==> src/rtl/sar_pkg.sv <==
package sar_pkg;

  typedef enum logic [1:0] {
    ST_IDLE   = 2'd0,
    ST_SAMPLE = 2'd1,
    ST_CONV   = 2'd2
  } seqState_t;

  // Strobes from the sequencer control to the datapath
  typedef struct packed {
    logic captureCfg;  // accepted start: latch channel
    logic initSar;     // sample phase over: load first trial
    logic decideBit;   // last cycle of a trial: resolve the trial bit
    logic lastBit;     // the resolved bit is bit 0: latch result
  } strb_t;

endpackage

==> src/rtl/sar_ctrl.sv <==
module sar_ctrl
  import sar_pkg::*;
#(
  parameter int DATA_W    = 8,
  parameter int SMP_W     = 8,
  parameter int TRIAL_CYC = 2
) (
  input  logic             clk,
  input  logic             rstN,
  input  logic             startReq,
  input  logic [SMP_W-1:0] sampleCycles,
  output logic             busy,
  output logic             sampleEn,
  output logic             holdEn,
  output strb_t            strb
);

  localparam int PH_W  = (TRIAL_CYC > 1) ? $clog2(TRIAL_CYC) : 1;
  localparam int BIT_W = (DATA_W > 1) ? $clog2(DATA_W) : 1;
  localparam logic [PH_W-1:0]  PH_LAST  = PH_W'(TRIAL_CYC - 1);
  localparam logic [BIT_W-1:0] BIT_LAST = BIT_W'(DATA_W - 1);

  seqState_t        state;
  logic [SMP_W-1:0] smpCnt;
  logic [PH_W-1:0]  phCnt;
  logic [BIT_W-1:0] bitCnt;

  logic accept, sampleDone, phaseEnd, onLastBit;

  assign accept     = (state == ST_IDLE) && startReq;
  assign sampleDone = (state == ST_SAMPLE) && (smpCnt <= SMP_W'(1));
  assign phaseEnd   = (state == ST_CONV) && (phCnt == PH_LAST);
  assign onLastBit  = (bitCnt == BIT_LAST);

  always_comb begin
    strb.captureCfg = accept;
    strb.initSar    = sampleDone;
    strb.decideBit  = phaseEnd;
    strb.lastBit    = phaseEnd && onLastBit;
  end

  assign busy     = (state != ST_IDLE);
  assign sampleEn = (state == ST_SAMPLE);
  assign holdEn   = (state == ST_CONV);

  always_ff @(posedge clk or negedge rstN) begin
    if (!rstN) begin
      state  <= ST_IDLE;
      smpCnt <= '0;
      phCnt  <= '0;
      bitCnt <= '0;
    end else begin
      unique case (state)
        ST_IDLE: begin
          if (accept) begin
            state  <= ST_SAMPLE;
            smpCnt <= sampleCycles;
          end
        end
        ST_SAMPLE: begin
          if (sampleDone) begin
            state  <= ST_CONV;
            phCnt  <= '0;
            bitCnt <= '0;
          end else begin
            smpCnt <= smpCnt - SMP_W'(1);
          end
        end
        ST_CONV: begin
          if (phaseEnd) begin
            phCnt <= '0;
            if (onLastBit) state <= ST_IDLE;
            else           bitCnt <= bitCnt + BIT_W'(1);
          end else begin
            phCnt <= phCnt + PH_W'(1);
          end
        end
        default: state <= ST_IDLE;
      endcase
    end
  end

  // sample and hold are never requested together
  p_phase_excl_r4: assert property (@(posedge clk) disable iff (!rstN)
    !(sampleEn && holdEn));

  // hold is only entered straight out of the sample phase
  p_hold_after_sample_r4: assert property (@(posedge clk) disable iff (!rstN)
    $rose(holdEn) |-> $past(sampleEn));

  // an idle start request begins sampling in the next cycle
  p_accept_r1: assert property (@(posedge clk) disable iff (!rstN)
    (!busy && startReq) |=> (busy && sampleEn));

endmodule

==> src/rtl/sar_dpath.sv <==
module sar_dpath
  import sar_pkg::*;
#(
  parameter int DATA_W = 8,
  parameter int CH_W   = 3
) (
  input  logic              clk,
  input  logic              rstN,
  input  strb_t             strb,
  input  logic [CH_W-1:0]   chanSel,
  input  logic              cmpHigh,
  output logic [CH_W-1:0]   chanLatched,
  output logic [DATA_W-1:0] trialCode,
  output logic [DATA_W-1:0] resultData,
  output logic              doneIrq,
  output logic              firstFlag
);

  localparam logic [DATA_W-1:0] MSB_ONE = {1'b1, {(DATA_W-1){1'b0}}};

  logic [DATA_W-1:0] sar;
  logic [DATA_W-1:0] trialMask;
  logic [DATA_W-1:0] sarResolved;
  logic              resultSeen;

  // Keep the trial bit when the input is at or above the tap
  assign sarResolved = cmpHigh ? sar : (sar & ~trialMask);
  assign trialCode   = sar;

  always_ff @(posedge clk or negedge rstN) begin
    if (!rstN) begin
      chanLatched <= '0;
      sar         <= '0;
      trialMask   <= '0;
      resultData  <= '0;
      doneIrq     <= 1'b0;
      firstFlag   <= 1'b0;
      resultSeen  <= 1'b0;
    end else begin
      doneIrq <= 1'b0;
      if (strb.captureCfg) chanLatched <= chanSel;
      if (strb.initSar) begin
        sar       <= MSB_ONE;
        trialMask <= MSB_ONE;
      end else if (strb.decideBit) begin
        if (strb.lastBit) begin
          resultData <= sarResolved;
          doneIrq    <= 1'b1;
          firstFlag  <= !resultSeen;
          resultSeen <= 1'b1;
          sar        <= '0;
          trialMask  <= '0;
        end else begin
          sar       <= sarResolved | (trialMask >> 1);
          trialMask <= trialMask >> 1;
        end
      end
    end
  end

  // the completion interrupt lasts a single cycle
  p_irq_pulse_r7: assert property (@(posedge clk) disable iff (!rstN)
    doneIrq |=> !doneIrq);

  // the result only changes together with the interrupt
  p_result_hold_r7: assert property (@(posedge clk) disable iff (!rstN)
    !doneIrq |-> $stable(resultData));

  // the channel latch moves only after a captured start
  p_chan_hold_r2: assert property (@(posedge clk) disable iff (!rstN)
    !$past(strb.captureCfg) |-> $stable(chanLatched));

endmodule

==> src/rtl/sar_conv_seq.sv <==
module sar_conv_seq
  import sar_pkg::*;
#(
  parameter int DATA_W    = 8,
  parameter int CH_W      = 3,
  parameter int SMP_W     = 8,
  parameter int TRIAL_CYC = 2
) (
  input  logic              clk,
  input  logic              rstN,
  input  logic              startReq,
  input  logic [CH_W-1:0]   chanSel,
  input  logic [SMP_W-1:0]  sampleCycles,
  input  logic              cmpHigh,
  output logic              busy,
  output logic [CH_W-1:0]   chanLatched,
  output logic              sampleEn,
  output logic              holdEn,
  output logic [DATA_W-1:0] trialCode,
  output logic [DATA_W-1:0] resultData,
  output logic              doneIrq,
  output logic              firstFlag
);

  strb_t strb;

  sar_ctrl #(
    .DATA_W(DATA_W), .SMP_W(SMP_W), .TRIAL_CYC(TRIAL_CYC)
  ) u_ctrl (
    .clk(clk), .rstN(rstN), .startReq(startReq), .sampleCycles(sampleCycles),
    .busy(busy), .sampleEn(sampleEn), .holdEn(holdEn), .strb(strb)
  );

  sar_dpath #(
    .DATA_W(DATA_W), .CH_W(CH_W)
  ) u_dpath (
    .clk(clk), .rstN(rstN), .strb(strb), .chanSel(chanSel), .cmpHigh(cmpHigh),
    .chanLatched(chanLatched), .trialCode(trialCode), .resultData(resultData),
    .doneIrq(doneIrq), .firstFlag(firstFlag)
  );

  // the first trial of every conversion presents only the MSB
  p_first_trial_r5: assert property (@(posedge clk) disable iff (!rstN)
    $rose(holdEn) |-> (trialCode == {1'b1, {(DATA_W-1){1'b0}}}));

  // when the interrupt fires the sequencer is already idle
  p_irq_idle_r7: assert property (@(posedge clk) disable iff (!rstN)
    doneIrq |-> !busy);

  // no trial code is driven outside the hold phase
  p_code_quiet_r5: assert property (@(posedge clk) disable iff (!rstN)
    !holdEn |-> (trialCode == '0));

endmodule

==> config.mk <==
export PLATFORM = sky130hd
export DESIGN_NAME = sar_conv_seq
export DESIGN_NICKNAME = d
export VERILOG_FILES = /design/src/rtl/sar_pkg.sv /design/src/rtl/sar_ctrl.sv /design/src/rtl/sar_dpath.sv /design/src/rtl/sar_conv_seq.sv
export SDC_FILE = /design/constraint.sdc
export NUM_CORES = 1
export LEC_CHECK = 0
export BUFFER_PORTS_ARGS = -buffer_cell sky130_fd_sc_hd__buf_4
export CAP_MARGIN = 30
export CORE_MARGIN = 4
export CORE_UTILIZATION = 50
export CTS_CLUSTER_DIAMETER = 30
export DETAILED_ROUTE_END_ITERATION = 12
export HOLD_SLACK_MARGIN = 0.08
export PLACE_DENSITY_LB_ADDON = 0.12
export SKIP_LAST_GASP = 1
export SLEW_MARGIN = 20
export SYNTH_ARGS = -nofsm -noshare
export SYNTH_HDL_FRONTEND = slang
export SYNTH_SLANG_ARGS = --single-unit
==> constraint.sdc <==
create_clock -name clk -period 4.28 [get_ports clk]
set_input_delay 0.856 -clock clk [delete_from_list [all_inputs] [get_ports clk]]
set_output_delay 0.856 -clock clk [all_outputs]
set_load 0.01 [all_outputs]
; ---- Word level (Yosys, flattened, before mapping)
; Index checks and enable logic that the tools add are counted.
[totals]
ff_bits = 44
latchBits = 0
mem_bits_rw = 0
mem_bits_ro = 0
output_inout_bits = 24
word_cells = 68
mem_count = 0
[op_classes]
add_sub_neg = 3
n_mul = 0
div = 0
order_cmp = 1
eq_ne = 9
shift = 0
n_mux = 25
bitwise = 4
n_reduce_logical = 15
[op_table]
columns = cell, count
row1 = 2-to-1 mux 8 bit, 8
row2 = one-hot mux 8 bit (2 select lines), 1
row3 = 2-to-1 mux 3 bit, 3
row4 = bitwise AND 8 bit, 1
row5 = <= comparator 8 x 1 -> 1 bit (second input constant), 1
row6 = 2-to-1 mux 2 bit, 4
row7 = != test 2 x 1 -> 1 bit (second input constant), 4
row8 = NOT 8 bit, 1
row9 = bitwise OR 8 x 7 -> 8 bit, 1
row10 = AND reduction 4 bit, 2
row11 = nonzero test 2 bit, 4
row12 = subtractor 8 x 1 -> 8 bit (second input constant), 1
row13 = 2-to-1 mux 7 bit, 1
row14 = one-hot mux 2 bit (3 select lines), 1
row15 = one-hot mux 3 bit (2 select lines), 1
row16 = AND reduction 3 bit, 2
row17 = 2-to-1 mux 1 bit, 5
row18 = logical AND 1 bit, 4
row19 = != test 2 bit (second input constant), 2
row20 = adder 3 x 1 -> 3 bit (second input constant), 1
row21 = equality test 3 bit (second input constant), 1
row22 = equality test 2 x 1 -> 1 bit (second input constant), 1
row23 = equality test 2 bit (second input constant), 1
row24 = zero test 2 bit, 1
row25 = other kinds (5), 5

; ---- Logic depth before layout (Yosys ltp)
; Gate-level depths: netlist of the first run.
[depth]
word_depth = 7
ltp_mapped = 7

; ---- Cells and area by module
; Synthesis of the first run repeated with hierarchy kept, for this count alone.
[hier_totals]
cells_unflattened = 216
hier_area_um2 = 2139.6
[modules_own_cells]
columns = module, instances, cells_each, area_per_inst_um2, seq_area_each_um2
row1 = sar_dpath, 1, 125, 1280.0, 750.7
row2 = sar_ctrl, 1, 91, 859.6, 350.3

; ---- Worst setup path after synthesis of the first run
; OpenSTA, ideal clock, no wires.
[synth_path]
path_type = reg-to-output
start = register u_ctrl.state[1]
end = output port sampleEn
t_arrival_ns = 1.042
slack_ns = 2.382
path_stages_with_launch = 4
n_path_buf = 1
path_cell_list = dfrtp_1 nand2b_1 inv_1 clkbuf_1
[synth_between]
elab_chain_cells = 1
[synth_rtl]
columns = element, line_no
row1 = from (decl), sar_ctrl.sv:23  ; seqState_t state;
row2 = from (signal assigned), sar_ctrl.sv:48  ; state <= ST_IDLE;
row3 = from (signal assigned), sar_ctrl.sv:56  ; state <= ST_SAMPLE;
row4 = from (signal assigned), sar_ctrl.sv:62  ; state <= ST_CONV;
row5 = equality test 2 x 1 -> 1 bit, sar_ctrl.sv:43  ; assign sampleEn = (state == ST_SAMPLE);
row6 = to (decl), sar_conv_seq.sv:17  ; output logic sampleEn,
; Every way passes these cells.

; ---- Worst setup path in the final report of the first run
; Same ends and word-level chain as after synthesis.

==> results.txt, run 1 <==
Crit Path Category: reg2out
Postcts setup bufs: 0
Synth Cell Area: 2000 um2
NumNets Final: 256
Post-Synth Simple-Gate Area: 15.6%
Post-synth ARST share: 100%
Final Setup Violations: 0
Share of cells above drive strength 1: 21.8%
Hold Crit Class: reg2reg
Achievable frequency: 419 MHz
Compound-Gate Fraction of Synth Area: 19.8%
Root Buffer: clkbuf_8
Routability Congestion: 0.891
I/O Buffers: 38
Synth Instances: 199
Ys flop type: dfrtp_1
Final min period: 2.39 ns
All-Layer GR Usage: 18.4%
Syn nets: 218
Critical Path End Type: output port
Largest family of logic cells by synthesized area: compound AO/OA/AOI/OAI gates
Total chip power: 1.45 mW
Post-Synth Adder-Cell Area: 2.50%
Initial Utilization: 53.1%
Unrepaired setup endpoints after global routing: no
#FFs+latches synth: 44
Clock latency on the worst-skew pair: 0.29 ns
Worst slew pin tran: 0.654 ns
CTS Hold Buffers Added: 0
Xor/xnor share of the synthesized area: 0%
CTS max path bufs: 2
TritonCTS Buffers: 5
Startpoint Class: flip-flop
Leakage dissipation: 1.16 nW
Avg Vias per Cell: 5.74
Pins Over Slew Limit: 0
Outcome: finished, final reports clean
Critical Path RT: 3.42 ns
Final core occ: 65.7%
Maximum fanout along the worst path: 13
GR Overflow Total: 0
Clk slew on worst S/H paths: 0.08 ns
Setup TNS: 0 ns
IO Count: 39
Worst rel slew slack: 55.8%
Routed via count: 1,643
Die Footprint: 5080 um2
Antenna violations before repair: 0
VDD IR max: 0.000361 V
Vias in the first global route: 1,657
Most frequent cells in the layout: 44 x dfrtp_1, 38 x buf_4, 30 x o21ai_0
Post-CTS sizing: 0
Largest net degree at the start of global routing: 45
Antenna fix cells: 0
Final Cycle Share: 55.8%
Multiplexer share of the synthesized area: 2.75%
Clk sink count: 44
Final Non-Filler Cells: 286
Rows: 22
First-pass GRT wire length: 7.58 mm
Most common cell after layout, fill and taps aside: dfrtp_1
Hold WS: 0.473 ns
H-tree Lvls: 2
PwrDens: 586 nW/um2
MaxCap Viol Count: 0
Core ar.: 3770 um2
Yosys warns: 0
Final hold violations: 0
Worst clock skew: 0.00714 ns
Yosys cell types: 37
Reg-to-reg startpoint: u_ctrl.state[1]
Iter 0 DRT Violations: 130
Cell total after placement: 278
Syn_area_per_cell: 10.1 um2
DRT Pass-1 Iters: 4
Wire length per cell: 15.1 um
Sequential area share after synthesis: 55.0%
DIE HEIGHT: 71.3 um
Residual DRC: 0
Hold Path Origin: u_dpath.resultSeen
Routed wire length: 4.33 mm
Post-synth EDFFs: 0
Crit path launch: u_ctrl.state[1]
Die Wd: 71.3 um
Crit path DAT: 1.53 ns
CTS tree: done
Post-route ant nets: 0
Post-DP HPWL: 3.10 mm
Area growth syn-to-layout: 23.8%
-- power breakdown --
part	switching (mW)	leakage (nW)	total, mW	internal, mW
logic	0.214	0.562	0.416	0.202
clock network	0.139	0.0784	0.430	0.292
registers	0.0954	0.521	0.604	0.509
-- critical path, cell delays in order (launching register included) --
cell and delay, ns:
dfrtp_1 0.43, nand2b_1 0.28, inv_1 0.34, buf_4 0.19
-- sequential cells by signal, indices dropped and copies added (netlist names) --
name,count
u_ctrl.smpCnt,8
u_dpath.resultData,8
u_dpath.trialCode,8
u_dpath.trialMask,8
u_ctrl.bitCnt,3
u_dpath.chanLatched,3
u_ctrl.state,2
u_ctrl.phCnt,1
u_dpath.doneIrq,1
u_dpath.firstFlag,1
u_dpath.resultSeen,1
-- worst paths after layout --
kind	to	slack, ns	depth (start not counted)
hold reg to reg	u_dpath.firstFlag	0.47	1
setup / recovery	sampleEn	1.89	3
hold / removal	u_dpath.firstFlag	0.47	1
min in group asynchronous	u_dpath.chanLatched[0]	0.54	1
max in group asynchronous	u_dpath.trialCode[1]	3.36	1
setup reg to reg	u_ctrl.bitCnt[2]	2.04	5
-- cells in the mapped netlist (4+ instances only) --
library cell,instances,share of area (%)
dfrtp_1,44,55
a21oi_1,10,2.5
inv_1,16,3.0
nand3_1,8,2.0
and2_1,4,1.3
clkbuf_1,5,0.94
nor2_1,6,1.1
nand2b_1,5,1.6
mux2_2,4,2.3
o2bb2ai_1,4,1.8
ha_1,4,2.5
nand2_1,24,4.5
o32ai_1,4,1.8
o21ai_0,30,7.5
-- metal layers --
metal | vias to the layer above | track usage, % | share of wire [%]
li1 | 788 | - | -
met1 | 795 | 24.0 | 45
met2 | 56 | 30.5 | 48
met3 | 4 | 4.77 | 6.1
met4 | 0 | 5.22 | 0.81
met5 | - | 0 | 0
-- layout make-up --
cell class	instances	area, um2
Tap cell	48	60.1
Multi-Input combinational cell	132	812
Timing Repair Buffer	38	285
Clock inverter	3	90.1
Fill cell	304	1290
Clock buffer	5	68.8
Sequential cell	44	1100
Inverter	16	60.1
-- through the flow --
step | setup WS (ns) | instance area (um2)
detailed placement | 2.08 | 2320
global placement | 2.13 | 2320
finish | 1.89 | 2480
global route | 1.78 | 2480
CTS | 1.90 | 2480
floorplan | 2.38 | 2000
-- logic make-up after synthesis --
logic type | after synthesis
multiplexers | 5
AO/OA/AOI/OAI | 63
buffers and inverters | 23
adder cells (fa/ha/maj) | 4
AND/OR/NAND/NOR | 60
flip-flops | 44
Note: power is estimated with default switching activity, not from simulation.
==> inputs of run 2 (changes only) <==
--- a/config.mk
+++ b/config.mk
@@ -8,7 +8,7 @@
 export BUFFER_PORTS_ARGS = -buffer_cell sky130_fd_sc_hd__buf_4
 export CAP_MARGIN = 30
 export CORE_MARGIN = 4
-export CORE_UTILIZATION = 50
+export CORE_UTILIZATION = 49
 export CTS_CLUSTER_DIAMETER = 30
 export DETAILED_ROUTE_END_ITERATION = 12
 export HOLD_SLACK_MARGIN = 0.08
==> constraint.sdc (replaced) <==
create_clock -name clk -period 2.05 [get_ports clk]
set_input_delay 0.41 -clock clk [delete_from_list [all_inputs] [get_ports clk]]
set_output_delay 0.41 -clock clk [all_outputs]
set_load 0.01 [all_outputs]
==> run 2 against run 1 <==
Compared with the run above:
- clock power grew 49%
- sequential share of layout area grew 0.11 points
- final cell count grew 2.1%
- register-to-register slack lost 1.9 ns
- non-clock buffer count grew 6
- utilization shrank 0.64 points
==> results.txt, run 2 (synthesis results as in run 1) <==
Outcome: finished, final reports clean
Die Footprint: 5170 um2
Vias in the first global route: 1,689
Setup TNS: 0 ns
Pins Over Slew Limit: 0
Largest net degree at the start of global routing: 45
Achievable frequency: 523 MHz
Worst reg-to-reg setup slack: 0.14 ns
PwrDens: 1130 nW/um2
Critical Path RT: 2.28 ns
Final hold violations: 0
Antenna fix cells: 0
Reg-to-reg startpoint: u_ctrl.smpCnt[0]
Routability Congestion: 0.926
Design Area, Final: 2470 um2
Worst slew pin tran: 0.566 ns
Met2 Usage GRT: 30.7%
Worst clock skew: 0.00407 ns
Fill count: 329
TritonCTS Buffers: 5
Share of cells above drive strength 1: 23.4%
Crit path DAT: 2.15 ns
Clk sink count: 44
Antenna violations before repair: 0
GR Overflow Total: 0
Post-route ant nets: 0
Post-DP HPWL: 3.23 mm
Area growth syn-to-layout: 23.5%
IO Count: 39
First-pass GRT wire length: 7.45 mm
Final Setup Violations: 0
R2R depth: 6
Postcts setup bufs: 0
VDD IR max: 0.000539 V
Final min period: 1.91 ns
Rows: 22
Die Wd: 71.9 um
Hold WS: 0.102 ns
Post-CTS sizing: 0
Core ar.: 3800 um2
Unrepaired setup endpoints after global routing: no
Critical path cell sequence: inv_1 > ha_1 > or2_2 > and4_1 > nor2_1 > a221o_1
DIE HEIGHT: 71.9 um
CTS Hold Buffers Added: 0
GR peak layer: met2
M1 GR Usage: 22.0%
Hold Crit Class: in2async
All-Layer GR Usage: 18.2%
Clk slew on worst S/H paths: 0.08 ns
Worst flop-to-flop path endpoint: u_dpath.trialCode[6]
Crit Path Category: reg2reg
MaxCap Viol Count: 0
Routed wire length: 4.34 mm
DRT Pass-1 Iters: 4
Clock latency on the worst-skew pair: 0.29 ns
Residual DRC: 0
CTS tree: done
Startpoint Class: flip-flop
Root Buffer: clkbuf_8
Avg Vias per Cell: 5.60
Final Cycle Share: 93.3%
Wire length per cell: 14.9 um
NumNets Final: 262
Most frequent cells in the layout: 44 x buf_4, 44 x dfrtp_1, 29 x o21ai_0
I/O Buffers: 38
Critical Path End Type: flip-flop
Routed via count: 1,635
Worst rel slew slack: 61.9%
Maximum fanout along the worst path: 6
Cell area after placement: 2360 um2
CP max-delay cell: dfrtp_1
Global routing usage on met3: 4.29%
H-tree Lvls: 2
Leakage dissipation: 1.17 nW
Initial Utilization: 52.7%
Iter 0 DRT Violations: 123
Largest stage delay, worst path: 0.43 ns
CTS max path bufs: 2
==> run 2: cell types whose count changed in the layout (fill, tap and decap cells not counted), sizes merged <==
| cell | previous run | this run |
|---|---|---|
| buf | 38 | 44 |
| bufinv | 3 | 1 |
| clkbuf | 5 | 6 |
| clkinv | 0 | 1 |
==> run 2: final cells by class <==
class | count | area (um2) | share of cell area (%)
Multi-Input combinational cell | 132 | 812 | 32.9
Clock buffer | 6 | 72.6 | 2.94
Sequential cell | 44 | 1100 | 44.6
Inverter | 16 | 60.1 | 2.43
Timing Repair Buffer | 44 | 330 | 13.4
Tap cell | 48 | 60.1 | 2.43
Clock inverter | 2 | 35.0 | 1.42
==> run 2: stage by stage <==
step           std cells  setup WS, ns  total power [mW]  utilization (%)
3_5_place_dp         284         0.118              2.17             62.2
2_1_floorplan        199         0.227              1.79                -
5_1_grt              292        0.0386              2.99             65.1
6_report             292         0.138              2.79             65.1
3_3_place_gp         284         0.221              2.12             62.2
4_1_cts              292        0.0971              2.82             65.1
==> run 2: layer usage <==
layer / vias up / part of all wire (%)
met5: - / 0
met4: 0 / 1.8
met3: 9 / 5.9
met2: 53 / 50
met1: 780 / 42
li1: 793 / -
==> run 2: report_power, final <==
part	total, mW	internal [mW]	switching (mW)	leakage (nW)
clock	0.641	0.361	0.279	0.0552
combinational	0.892	0.446	0.446	0.591
sequential	1.26	1.06	0.200	0.521
total	2.79	1.87	0.925	1.17
==> run 2: critical path: cells and delay by family, from the launching register on <==
| kind | cells | cell delay [ns] |
|---|---|---|
| AND/OR/NAND/NOR | 3 | 0.87 |
| AO/OA/AOI/OAI | 1 | 0.20 |
| adder cells (fa/ha/maj) | 1 | 0.25 |
| buffers and inverters | 1 | 0.11 |
| flip-flops | 1 | 0.43 |
==> run 2: worst max path at each step <==
stage	startpoint	end	slack, ns
after floorplan	u_ctrl.smpCnt[0]	u_ctrl.smpCnt[2]	0.23
after global placement	u_ctrl.smpCnt[0]	u_ctrl.bitCnt[2]	0.22
after detailed placement	u_ctrl.smpCnt[0]	u_ctrl.bitCnt[1]	0.12
after CTS	u_ctrl.smpCnt[0]	u_ctrl.bitCnt[2]	0.1
after global routing	u_ctrl.smpCnt[0]	u_dpath.trialMask[4]	0.04
final	u_ctrl.smpCnt[0]	u_dpath.trialCode[6]	0.14
==> inputs of run 3 (changes only) <==
--- a/config.mk
+++ b/config.mk
@@ -5,10 +5,11 @@
 export SDC_FILE = /design/constraint.sdc
 export NUM_CORES = 1
 export LEC_CHECK = 0
+export ABC_AREA = 1
 export BUFFER_PORTS_ARGS = -buffer_cell sky130_fd_sc_hd__buf_4
 export CAP_MARGIN = 30
 export CORE_MARGIN = 4
-export CORE_UTILIZATION = 49
+export CORE_UTILIZATION = 50
 export CTS_CLUSTER_DIAMETER = 30
 export DETAILED_ROUTE_END_ITERATION = 12
 export HOLD_SLACK_MARGIN = 0.08
==> constraint.sdc (replaced) <==
create_clock -name clk -period 1.9 [get_ports clk]
set_input_delay 0.38 -clock clk [delete_from_list [all_inputs] [get_ports clk]]
set_output_delay 0.38 -clock clk [all_outputs]
set_load 0.01 [all_outputs]
==> run 3 against run 2 <==
Compared with the run above:
- clock power up 17%
- clock skew up 0.0071 ns
- die area up 9.0%
- power up 37%
- area after synthesis up 12%
- critical path type unchanged
- utilization down 3.6 points
- via count up 4.6%
==> results.txt, run 3 <==
Share of cells above drive strength 1: 31.2%
Yosys cell types: 29
Ys flop type: dfrtp_1
Pins Over Slew Limit: 0
Synth area leaders: dfrtp_1 49%, nand2_1 9.2%, inv_1 5.2%
Syn nets: 261
PwrDens: 1430 nW/um2
Critical Path End Type: flip-flop
Antenna fix cells: 0
Crit path DAT: 1.86 ns
Initial Utilization: 51.7%
Area growth syn-to-layout: 18.9%
Total chip power: 3.83 mW
Clk sink count: 44
Post-DP HPWL: 3.29 mm
H-tree Lvls: 2
Outcome: finished, final reports clean
Startpoint Class: flip-flop
CTS Hold Buffers Added: 0
TritonCTS Buffers: 5
VDD IR max: 0.000654 V
Clk slew on worst S/H paths: 0.08 ns
Critical Path RT: 2.08 ns
Die Wd: 75.1 um
Synth Cell Area: 2250 um2
Cell taking the most area after synthesis: dfrtp_1
First-pass GRT wire length: 7.38 mm
#FFs+latches synth: 44
Syn_area_per_cell: 9.30 um2
CTS max path bufs: 2
Final Setup Violations: 0
Post-synth EDFFs: 0
Iter 0 DRT Violations: 82
Routed via count: 1,710
MaxCap Viol Count: 0
Crit Path Category: reg2reg
Unrepaired setup endpoints after global routing: no
Most common cell after layout, fill and taps aside: nand2_1
GR Overflow Total: 0
All-Layer GR Usage: 17.3%
Final Non-Filler Cells: 337
Most numerous cell in the Yosys netlist: nand2_1
Clock latency on the worst-skew pair: 0.30 ns
Most frequent cells in the layout: 55 x nand2_1, 44 x dfrtp_1, 40 x buf_4
Core ar.: 4350 um2
Routability Congestion: 0.812
Rows: 24
Leakage dissipation: 1.40 nW
Vias in the first global route: 1,582
Final Cycle Share: 88.2%
Die Footprint: 5640 um2
Final hold violations: 0
Setup TNS: 0 ns
Final min period: 1.68 ns
IO Count: 39
Residual DRC: 0
Root Buffer: clkbuf_8
Cell total after placement: 329
Wire length per cell: 13.4 um
Worst slew pin tran: 0.548 ns
Design Area, Final: 2680 um2
Postcts setup bufs: 0
Largest net degree at the start of global routing: 45
Synth Instances: 242
Synth top area share: 48.9%
CTS tree: done
DRT Pass-1 Iters: 4
Avg Vias per Cell: 5.07
DIE HEIGHT: 75.1 um
Post-synth top cells: 55 x nand2_1, 44 x dfrtp_1, 31 x inv_1
Post-route ant nets: 0
Worst clock skew: 0.0111 ns
Maximum fanout along the worst path: 17
NumNets Final: 303
Routed wire length: 4.52 mm
Achievable frequency: 597 MHz
Worst rel slew slack: 63.5%
Post-CTS sizing: 0
Post-synth ARST share: 100%
Fill count: 379
Yosys warns: 0
I/O Buffers: 38
Cell area after placement: 2550 um2
Hold Crit Class: in2async
Antenna violations before repair: 0
Sequential area share after synthesis: 48.9%
[run 3: per-layer routing]
layer | up-vias | wire (um) | global-route usage (%)
li1 | 867 | - | -
met1 | 795 | 2210 | 24.9
met2 | 44 | 1980 | 25.3
met3 | 4 | 275 | 4.67
met4 | 0 | 46 | 5.93
met5 | - | 0 | 0
[run 3: kinds of logic after synthesis]
family	Yosys count	synth area share [%]
fa+ha+maj	4	2.22
simple gates	107	24.9
compound gates	44	13.8
flops	44	48.9
mux	3	1.50
buf+inv	40	8.68
[run 3: power breakdown]
group | switching [mW] | internal [mW] | leakage (nW)
Clock | 0.323 | 0.430 | 0.0614
Combinational | 1.02 | 0.667 | 0.812
Sequential | 0.199 | 1.20 | 0.529
Total | 1.54 | 2.30 | 1.40
[run 3: final cells by class]
class | instances | area (um2) | share of cell area, %
sequential | 44 | 1100 | 41.2
multi-input combinational | 158 | 953 | 35.6
timing repair buffer | 40 | 300 | 11.2
inverter | 35 | 134 | 5.00
clock buffer | 6 | 82.6 | 3.09
tap | 52 | 65.1 | 2.43
clock inverter | 2 | 38.8 | 1.45
[run 3: through the flow]
| step | hold WS (ns) | utilization (%) | worst slack (ns) |
|---|---|---|---|
| floorplan | 0.0844 | - | 0.448 |
| global placement | 0.413 | 58.6 | 0.285 |
| detailed placement | 0.414 | 58.6 | 0.213 |
| CTS | 0.0851 | 61.4 | 0.199 |
| global route | 0.0830 | 61.4 | 0.0328 |
| finish | 0.0598 | 61.4 | 0.224 |
[run 3: worst max-delay path: stages, from the launching register on]
cell	delay (ns)
dfrtp_1	0.41
inv_1	0.12
ha_1	0.21
nor2_1	0.09
nor2_4	0.14
nand3_4	0.14
o21ai_4	0.23
nand2_2	0.11
nand2_1	0.08
nand2_1	0.05
[run 3: path summary, 6_finish.rpt]
| path | start | endpoint | slack (ns) | cells after the start |
|---|---|---|---|---|
| max in group asynchronous | rstN | u_dpath.trialCode[7] | 1.45 | 1 |
| hold / removal | rstN | u_ctrl.smpCnt[3] | 0.06 | 1 |
| hold reg to reg | u_dpath.resultSeen | u_dpath.firstFlag | 0.46 | 1 |
| min in group clk | chanSel[2] | u_dpath.chanLatched[2] | 0.31 | 2 |
| setup reg to reg | u_ctrl.smpCnt[0] | u_ctrl.bitCnt[1] | 0.22 | 9 |
| setup / recovery | u_ctrl.smpCnt[0] | u_ctrl.bitCnt[1] | 0.22 | 9 |
